### src/rtl/seg_xlat_pkg.sv
package seg_xlat_pkg;

   localparam int SEG_CNT   = 6;
   localparam int SEG_IDX_W = 3;

   localparam logic [SEG_IDX_W-1:0] SEG_CS = 3'd1;
   localparam logic [SEG_IDX_W-1:0] SEG_SS = 3'd2;
   localparam logic [SEG_IDX_W-1:0] SEG_FS = 3'd4;
   localparam logic [SEG_IDX_W-1:0] SEG_GS = 3'd5;

   localparam int MODE_W = 3;
   localparam logic [MODE_W-1:0] MODE_LONG = 3'd0;
   localparam logic [MODE_W-1:0] MODE_PROT = 3'd1;

   typedef enum logic [2:0] {
      XERR_NONE     = 3'd0,
      XERR_NONCANON = 3'd1,
      XERR_NULLSEL  = 3'd2,
      XERR_LIMIT    = 3'd3,
      XERR_MODE     = 3'd4,
      XERR_SIZE     = 3'd5
   } xlat_err_e;

   // Access sizes accepted by the translator.
   function automatic logic size_is_legal(input logic [6:0] n);
      case (n)
         7'd1, 7'd2, 7'd4, 7'd6, 7'd8, 7'd10, 7'd16, 7'd32, 7'd64: size_is_legal = 1'b1;
         default:                                                 size_is_legal = 1'b0;
      endcase
   endfunction

endpackage

### src/rtl/seg_desc_file.sv
module seg_desc_file #(
   parameter int N      = 6,
   parameter int IDX_W  = 3,
   parameter int SEL_W  = 16,
   parameter int BASE_W = 64,
   parameter int LO_W   = 33,
   parameter int HI_W   = 32
) (
   input  logic              clk,
   input  logic              rst_n,
   input  logic              wr_en,
   input  logic [IDX_W-1:0]  wr_idx,
   input  logic [SEL_W-1:0]  wr_sel,
   input  logic [BASE_W-1:0] wr_base,
   input  logic [LO_W-1:0]   wr_lo,
   input  logic [HI_W-1:0]   wr_hi,
   input  logic [IDX_W-1:0]  rd_idx,
   output logic [SEL_W-1:0]  rd_sel,
   output logic [BASE_W-1:0] rd_base,
   output logic [LO_W-1:0]   rd_lo,
   output logic [HI_W-1:0]   rd_hi
);

   logic [SEL_W-1:0]  sel_q  [N];
   logic [BASE_W-1:0] base_q [N];
   logic [LO_W-1:0]   lo_q   [N];
   logic [HI_W-1:0]   hi_q   [N];

   for (genvar e = 0; e < N; e++) begin : g_entry
      localparam logic [IDX_W-1:0] MY_IDX = IDX_W'(e);
      always_ff @(posedge clk or negedge rst_n) begin
         if (!rst_n) begin
            sel_q[e]  <= '0;
            base_q[e] <= '0;
            lo_q[e]   <= '0;
            hi_q[e]   <= '0;
         end else if (wr_en && wr_idx == MY_IDX) begin
            sel_q[e]  <= wr_sel;
            base_q[e] <= wr_base;
            lo_q[e]   <= wr_lo;
            hi_q[e]   <= wr_hi;
         end
      end
   end

   // Indices past the last entry read as an all-zero descriptor.
   always_comb begin
      rd_sel  = '0;
      rd_base = '0;
      rd_lo   = '0;
      rd_hi   = '0;
      for (int e = 0; e < N; e++) begin
         if (rd_idx == IDX_W'(e)) begin
            rd_sel  = sel_q[e];
            rd_base = base_q[e];
            rd_lo   = lo_q[e];
            rd_hi   = hi_q[e];
         end
      end
   end

endmodule

### src/rtl/seg_path_long.sv
module seg_path_long #(
   parameter int EA_W    = 64,
   parameter int BASE_W  = 64,
   parameter int CANON_W = 48
) (
   input  logic [EA_W-1:0]   ea,
   input  logic [BASE_W-1:0] base,
   input  logic              add_base,
   output logic [EA_W-1:0]   la,
   output logic              canon_ok
);

   localparam int TOP_BITS = EA_W - CANON_W + 1;

   logic [EA_W-1:0]     base_ext;
   logic [TOP_BITS-1:0] top;

   if (BASE_W == EA_W) begin : g_base_full
      assign base_ext = base;
   end else begin : g_base_zext
      assign base_ext = {{(EA_W-BASE_W){1'b0}}, base};
   end

   assign la       = add_base ? (ea + base_ext) : ea;
   assign top      = la[EA_W-1:CANON_W-1];
   assign canon_ok = (&top) | ~(|top);

endmodule

### src/rtl/seg_path_prot.sv
module seg_path_prot #(
   parameter int EA_W  = 64,
   parameter int SEL_W = 16,
   parameter int PA_W  = 32,
   parameter int LO_W  = 33,
   parameter int HI_W  = 32,
   parameter int NB_W  = 7
) (
   input  logic [EA_W-1:0]  ea,
   input  logic [NB_W-1:0]  nbytes,
   input  logic [SEL_W-1:0] sel,
   input  logic [PA_W-1:0]  base,
   input  logic [LO_W-1:0]  lo,
   input  logic [HI_W-1:0]  hi,
   input  logic             exempt,
   output logic             null_hit,
   output logic             limit_fail,
   output logic [EA_W-1:0]  la
);

   localparam int CMP_W = EA_W + 2;

   logic signed [CMP_W-1:0] first_s, last_s, nb_s, one_s, lo_s, hi_s;
   logic [PA_W-1:0]         sum;

   assign first_s = {{2{ea[EA_W-1]}}, ea};
   assign nb_s    = {{(CMP_W-NB_W){1'b0}}, nbytes};
   assign one_s   = {{(CMP_W-1){1'b0}}, 1'b1};
   assign last_s  = first_s + nb_s - one_s;
   assign lo_s    = {{(CMP_W-LO_W){1'b0}}, lo};
   assign hi_s    = {{(CMP_W-HI_W){1'b0}}, hi};

   // Selector values 0..3 are null whatever the privilege bits say.
   assign null_hit   = !exempt && (sel[SEL_W-1:2] == '0);
   assign limit_fail = (first_s < lo_s) || (last_s > hi_s);

   assign sum = base + ea[PA_W-1:0];
   assign la  = {{(EA_W-PA_W){1'b0}}, sum};

endmodule

### src/rtl/seg_xlat_top.sv
module seg_xlat_top #(
   parameter int EA_W    = 64,
   parameter int BASE_W  = 64,
   parameter int PA_W    = 32,
   parameter int SEL_W   = 16,
   parameter int LO_W    = 33,
   parameter int HI_W    = 32,
   parameter int NB_W    = 7,
   parameter int CANON_W = 48
) (
   input  logic                             clk,
   input  logic                             rst_n,
   input  logic                             wr_en,
   input  logic [seg_xlat_pkg::SEG_IDX_W-1:0] wr_idx,
   input  logic [SEL_W-1:0]                 wr_sel,
   input  logic [BASE_W-1:0]                wr_base,
   input  logic [LO_W-1:0]                  wr_lo,
   input  logic [HI_W-1:0]                  wr_hi,
   input  logic                             req_valid,
   input  logic [seg_xlat_pkg::MODE_W-1:0]  req_mode,
   input  logic [EA_W-1:0]                  req_ea,
   input  logic [seg_xlat_pkg::SEG_IDX_W-1:0] req_seg,
   input  logic [NB_W-1:0]                  req_nbytes,
   output logic                             rsp_valid,
   output logic [EA_W-1:0]                  rsp_la,
   output logic [2:0]                       rsp_err
);
   import seg_xlat_pkg::*;

   if (BASE_W < PA_W || BASE_W > EA_W) begin : g_bad_base
      $error("seg_xlat_top: BASE_W must lie between PA_W and EA_W");
   end
   if (CANON_W < 2 || CANON_W > EA_W) begin : g_bad_canon
      $error("seg_xlat_top: CANON_W out of range");
   end
   if (NB_W != 7) begin : g_bad_nb
      $error("seg_xlat_top: NB_W must be 7");
   end
   if (LO_W != PA_W + 1 || HI_W != PA_W) begin : g_bad_bounds
      $error("seg_xlat_top: bound widths must follow PA_W");
   end

   logic [SEL_W-1:0]  d_sel;
   logic [BASE_W-1:0] d_base;
   logic [LO_W-1:0]   d_lo;
   logic [HI_W-1:0]   d_hi;

   seg_desc_file #(
      .N(SEG_CNT), .IDX_W(SEG_IDX_W), .SEL_W(SEL_W),
      .BASE_W(BASE_W), .LO_W(LO_W), .HI_W(HI_W)
   ) u_desc (
      .clk(clk), .rst_n(rst_n),
      .wr_en(wr_en), .wr_idx(wr_idx), .wr_sel(wr_sel),
      .wr_base(wr_base), .wr_lo(wr_lo), .wr_hi(wr_hi),
      .rd_idx(req_seg),
      .rd_sel(d_sel), .rd_base(d_base), .rd_lo(d_lo), .rd_hi(d_hi)
   );

   logic [EA_W-1:0] long_la;
   logic            long_canon;
   logic            fsgs;

   assign fsgs = (req_seg == SEG_FS) || (req_seg == SEG_GS);

   seg_path_long #(
      .EA_W(EA_W), .BASE_W(BASE_W), .CANON_W(CANON_W)
   ) u_long (
      .ea(req_ea), .base(d_base), .add_base(fsgs),
      .la(long_la), .canon_ok(long_canon)
   );

   logic [EA_W-1:0] prot_la;
   logic            prot_null, prot_limit, exempt;

   assign exempt = (req_seg == SEG_CS) || (req_seg == SEG_SS);

   seg_path_prot #(
      .EA_W(EA_W), .SEL_W(SEL_W), .PA_W(PA_W),
      .LO_W(LO_W), .HI_W(HI_W), .NB_W(NB_W)
   ) u_prot (
      .ea(req_ea), .nbytes(req_nbytes), .sel(d_sel),
      .base(d_base[PA_W-1:0]), .lo(d_lo), .hi(d_hi), .exempt(exempt),
      .null_hit(prot_null), .limit_fail(prot_limit), .la(prot_la)
   );

   xlat_err_e       err_d;
   logic [EA_W-1:0] la_d;

   always_comb begin
      if (req_mode != MODE_LONG && req_mode != MODE_PROT) begin
         err_d = XERR_MODE;
      end else if (!size_is_legal(req_nbytes)) begin
         err_d = XERR_SIZE;
      end else if (req_mode == MODE_LONG) begin
         err_d = long_canon ? XERR_NONE : XERR_NONCANON;
      end else if (prot_null) begin
         err_d = XERR_NULLSEL;
      end else if (prot_limit) begin
         err_d = XERR_LIMIT;
      end else begin
         err_d = XERR_NONE;
      end
   end

   always_comb begin
      if (err_d != XERR_NONE)         la_d = '0;
      else if (req_mode == MODE_LONG) la_d = long_la;
      else                            la_d = prot_la;
   end

   always_ff @(posedge clk or negedge rst_n) begin
      if (!rst_n) begin
         rsp_valid <= 1'b0;
         rsp_la    <= '0;
         rsp_err   <= '0;
      end else begin
         rsp_valid <= req_valid;
         if (req_valid) begin
            rsp_la  <= la_d;
            rsp_err <= err_d;
         end
      end
   end

endmodule

### config.mk
export PLATFORM = sky130hd
export DESIGN_NAME = seg_xlat_top
export DESIGN_NICKNAME = d
export VERILOG_FILES = /design/src/rtl/seg_xlat_pkg.sv /design/src/rtl/seg_desc_file.sv /design/src/rtl/seg_path_long.sv /design/src/rtl/seg_path_prot.sv /design/src/rtl/seg_xlat_top.sv
export SDC_FILE = /design/constraint.sdc
export NUM_CORES = 2
export LEC_CHECK = 0
export BUFFER_PORTS_ARGS = -buffer_cell sky130_fd_sc_hd__buf_4
export CAP_MARGIN = 15
export CORE_AREA = 2 2 317 319
export CTS_CLUSTER_SIZE = 16
export DETAILED_ROUTE_END_ITERATION = 10
export DIE_AREA = 0 0 319 321
export PLACE_DENSITY = 0.77
export SYNTH_ARGS = -nofsm -noshare
export SYNTH_HDL_FRONTEND = slang
export SYNTH_HIERARCHICAL = 1
export SYNTH_SLANG_ARGS = --single-unit
### constraint.sdc
create_clock -name clk -period 6.57 [get_ports clk]
set_clock_uncertainty 0.15 [all_clocks]
set_input_delay 0.3285 -clock clk [delete_from_list [all_inputs] [get_ports clk]]
set_output_delay 0.3285 -clock clk [all_outputs]
set_load 0.01 [all_outputs]
==> flow_metrics.env <==
export IMPL_cts_tree="done"
export IMPL_clkTransAtPathRegs_ns=0.06
export IMPL_dp_slack_ns=-0.697
export IMPL_cts_buffers=98
export IMPL_fin_crit_ns=6.36
export IMPL_internal_power_mw=13.2
export IMPL_top_layer="met5"
export IMPL_wire_per_inst_um=24.0
export IMPL_grt_pass1_vias=45389
export IMPL_required_ns=7.03
export IMPL_met1_length_um=73700
export IMPL_htreeDepth=3
export IMPL_syn_avg_cell_area_um2=11.1
export IMPL_cts_root_buf="clkbuf_16"
export IMPL_sw_frac_of_total_pct=30.6
export IMPL_slew_headroom_pct=28.8
export IMPL_track_usage_pct=33.0
export IMPL_hold_viol_final=0
export IMPL_r2r_start="u_desc/base_q[320]"
export IMPL_clock_latency_ns=0.70
export IMPL_clk_path_buf_depth=3
export IMPL_pin_count=297
export IMPL_die_w_um=319
export IMPL_min_period_over_period_pct=96.8
export IMPL_start_util_pct=57.7
export IMPL_net_switching_power_mw=5.84
export IMPL_reg2regPathDepth=24
export IMPL_p_clk_share_pct=30.4
export IMPL_place_congestion=1.01
export IMPL_core_area_um2=99300
export IMPL_status="completed"
export IMPL_dr_pass1_iters=6
export IMPL_die_h_um=321
export IMPL_grt_max_degree=154
export IMPL_drc=0
export IMPL_antenna_found_initial=6
export IMPL_vias=44693
export IMPL_setup_violations=0
export IMPL_dp_hpwl_um=120000
export IMPL_maxSlewViolCount=0
export IMPL_p_leak_nw=30.4
export IMPL_post_drt_via_cell_ratio=6.20
export IMPL_cellPowerDensity_nw_per_um2=279
export IMPL_crit_type="input port to flip-flop"
export IMPL_drtIter0Drc=3534
export IMPL_hp_start="req_ea[38]"
export IMPL_cp_end_kind="flip-flop"
export IMPL_syn_inst=5152
export IMPL_ant_nets=0
export IMPL_syn_to_final_growth_pct=19.0
export IMPL_wl_met2_um=79800
export IMPL_r2r_end="rsp_la[16]"
export IMPL_finalCoreUtilization_pct=68.7
export IMPL_setup_worst_path_end="rsp_la[16]"
export IMPL_rrSetupSlack_ns=0.22
export IMPL_clock_fmax_mhz=157
export IMPL_drt_total_wl_um=173000
export IMPL_crit_path_start_kind="input port"
export IMPL_pwr_share_comb_pct=30.3
export IMPL_grt_overflow_total=0
export IMPL_layout_nets=6319
export IMPL_maxCapViolations=0
export IMPL_seq_power_share_pct=39.3
export IMPL_drive_gt1_share_pct=32.7
export IMPL_synth_area_um2=57300
export IMPL_dieArea_um2=102000
export IMPL_route_met3_wl_um=12300
export IMPL_arrival_ns=6.82
export IMPL_startpoint="req_seg[2]"
export IMPL_hp_class="input port to flip-flop"
export IMPL_setup_slack_ns=0.210
export IMPL_vdd_ir_drop_worst_v=0.000244
export IMPL_p_total_mw=19.1
export IMPL_worst_pin_slew_ns=1.06
export IMPL_num_fill_cells=7267
export IMPL_path_max_fanout=21
export IMPL_grt_pass1_wl_um=265000
export IMPL_yosysWarnings=6
export IMPL_clock_sinks=926
export IMPL_rows=116
export IMPL_io_buffers=294
-- power by group through the flow --
stage	clock network, mW	registers (mW)	logic, mW
after floorplan	0	7.37	3.76
final	5.80	7.50	5.77
after global routing	6.12	7.62	6.24
after detailed placement	0	7.56	5.55
after global placement	0	7.47	5.41
after CTS	5.88	7.48	5.68
-- worst min-delay path by stage --
stage | endpoint | slack, ns | depth (start not counted)
detailed placement | u_desc/hi_q[3] | 0.29 | 1
CTS | rsp_la[38] | 0.006 | 5
finish | rsp_la[38] | 0.04 | 5
floorplan | rsp_err[0] | -0.12 | 0
global route | rsp_la[44] | 0.04 | 4
global placement | u_desc/hi_q[3] | 0.29 | 1
-- state kept, by name, summed over array words and instances, names as in the netlist --
signal         cells
u_desc/sel_q      84
u_desc/lo_q      198
u_desc/hi_q      192
rsp_valid          1
rsp_la            64
rsp_err            3
u_desc/base_q    384
-- cell usage in the layout, fill, tap and decap left out, types with 22 or more instances in the layout --
| cell type | count |
|---|---|
| a211oi_1 | 27 |
| a21o_1 | 52 |
| a21oi_1 | 229 |
| a31oi_1 | 24 |
| buf_12 | 25 |
| buf_4 | 728 |
| clkbuf_16 | 104 |
| clkbuf_8 | 22 |
| conb_1 | 32 |
| dfrtp_1 | 926 |
| dlygate4sd3_1 | 152 |
| ha_1 | 246 |
| inv_1 | 199 |
| mux2_1 | 30 |
| mux2_2 | 780 |
| mux2_4 | 96 |
| mux2i_1 | 362 |
| nand2_1 | 329 |
| nand2b_1 | 32 |
| nand3_1 | 47 |
| nand3b_1 | 148 |
| nand4_1 | 63 |
| nor2_1 | 142 |
| nor2b_1 | 34 |
| nor3_1 | 51 |
| nor4_1 | 26 |
| o211ai_1 | 22 |
| o21a_1 | 178 |
| o21ai_0 | 124 |
| o21bai_1 | 22 |
| o221ai_1 | 148 |
| o2bb2ai_2 | 53 |
| xnor2_1 | 89 |
| xor2_1 | 39 |
-- timing repair --
action,4_1_cts,5_1_grt
resized for setup,1,29
pin swaps,0,23
setup buffers,0,4
endpoints found under the setup margin,1,65
hold endpoints to repair,970,0
cloned,0,6
hold buffers,152,0
-- cell type report --
class | instances | area, µm² | share of cell area, %
antenna | 3 | 7.51 | 0.0110
clock buffer | 142 | 2880 | 4.22
clock inverter | 32 | 473 | 0.693
inverter | 203 | 764 | 1.12
multi-input combinational | 3696 | 31700 | 46.4
sequential | 926 | 23200 | 34.0
tap | 1298 | 1620 | 2.38
timing repair buffer | 914 | 7650 | 11.2
-- per-layer routing --
metal / track usage, % / vias up
li1: - / 20270
met1: 43.9 / 22468
met2: 53.6 / 1594
met3: 6.30 / 355
met4: 13.1 / 6
met5: 0 / -
-- stage by stage --
step                setup TNS (ns)  instances  hold slack (ns)  instance area [µm²]
floorplan                        0       5183           -0.117                57400
global placement            -28.13       6875            0.290                63000
detailed placement          -40.48       6875            0.293                63000
CTS                              0       7201          0.00593                67900
global route                 -2.52       7214           0.0407                68200
finish                           0       7214           0.0444                68200
-- critical path, stage by stage --
cell       delay [ns]
buf_4            0.13
and3b_4          0.63
buf_4            0.25
buf_4            0.22
nand2_1          0.09
o221ai_1         0.14
ha_1             0.34
a21oi_1          0.25
o21ai_0          0.24
a21o_1           0.28
or3_1            0.37
o21ai_2          0.35
nor4_1           0.08
or4_1            0.54
or4b_1           0.49
nor4_1           0.39
nand4b_1         0.18
a21bo_1          0.38
mux2i_1          0.15
a311o_2          0.45
clkbuf_16        0.20
clkbuf_16        0.18
o2bb2ai_2        0.14
No activity file was read; power rests on OpenSTA's default activity.
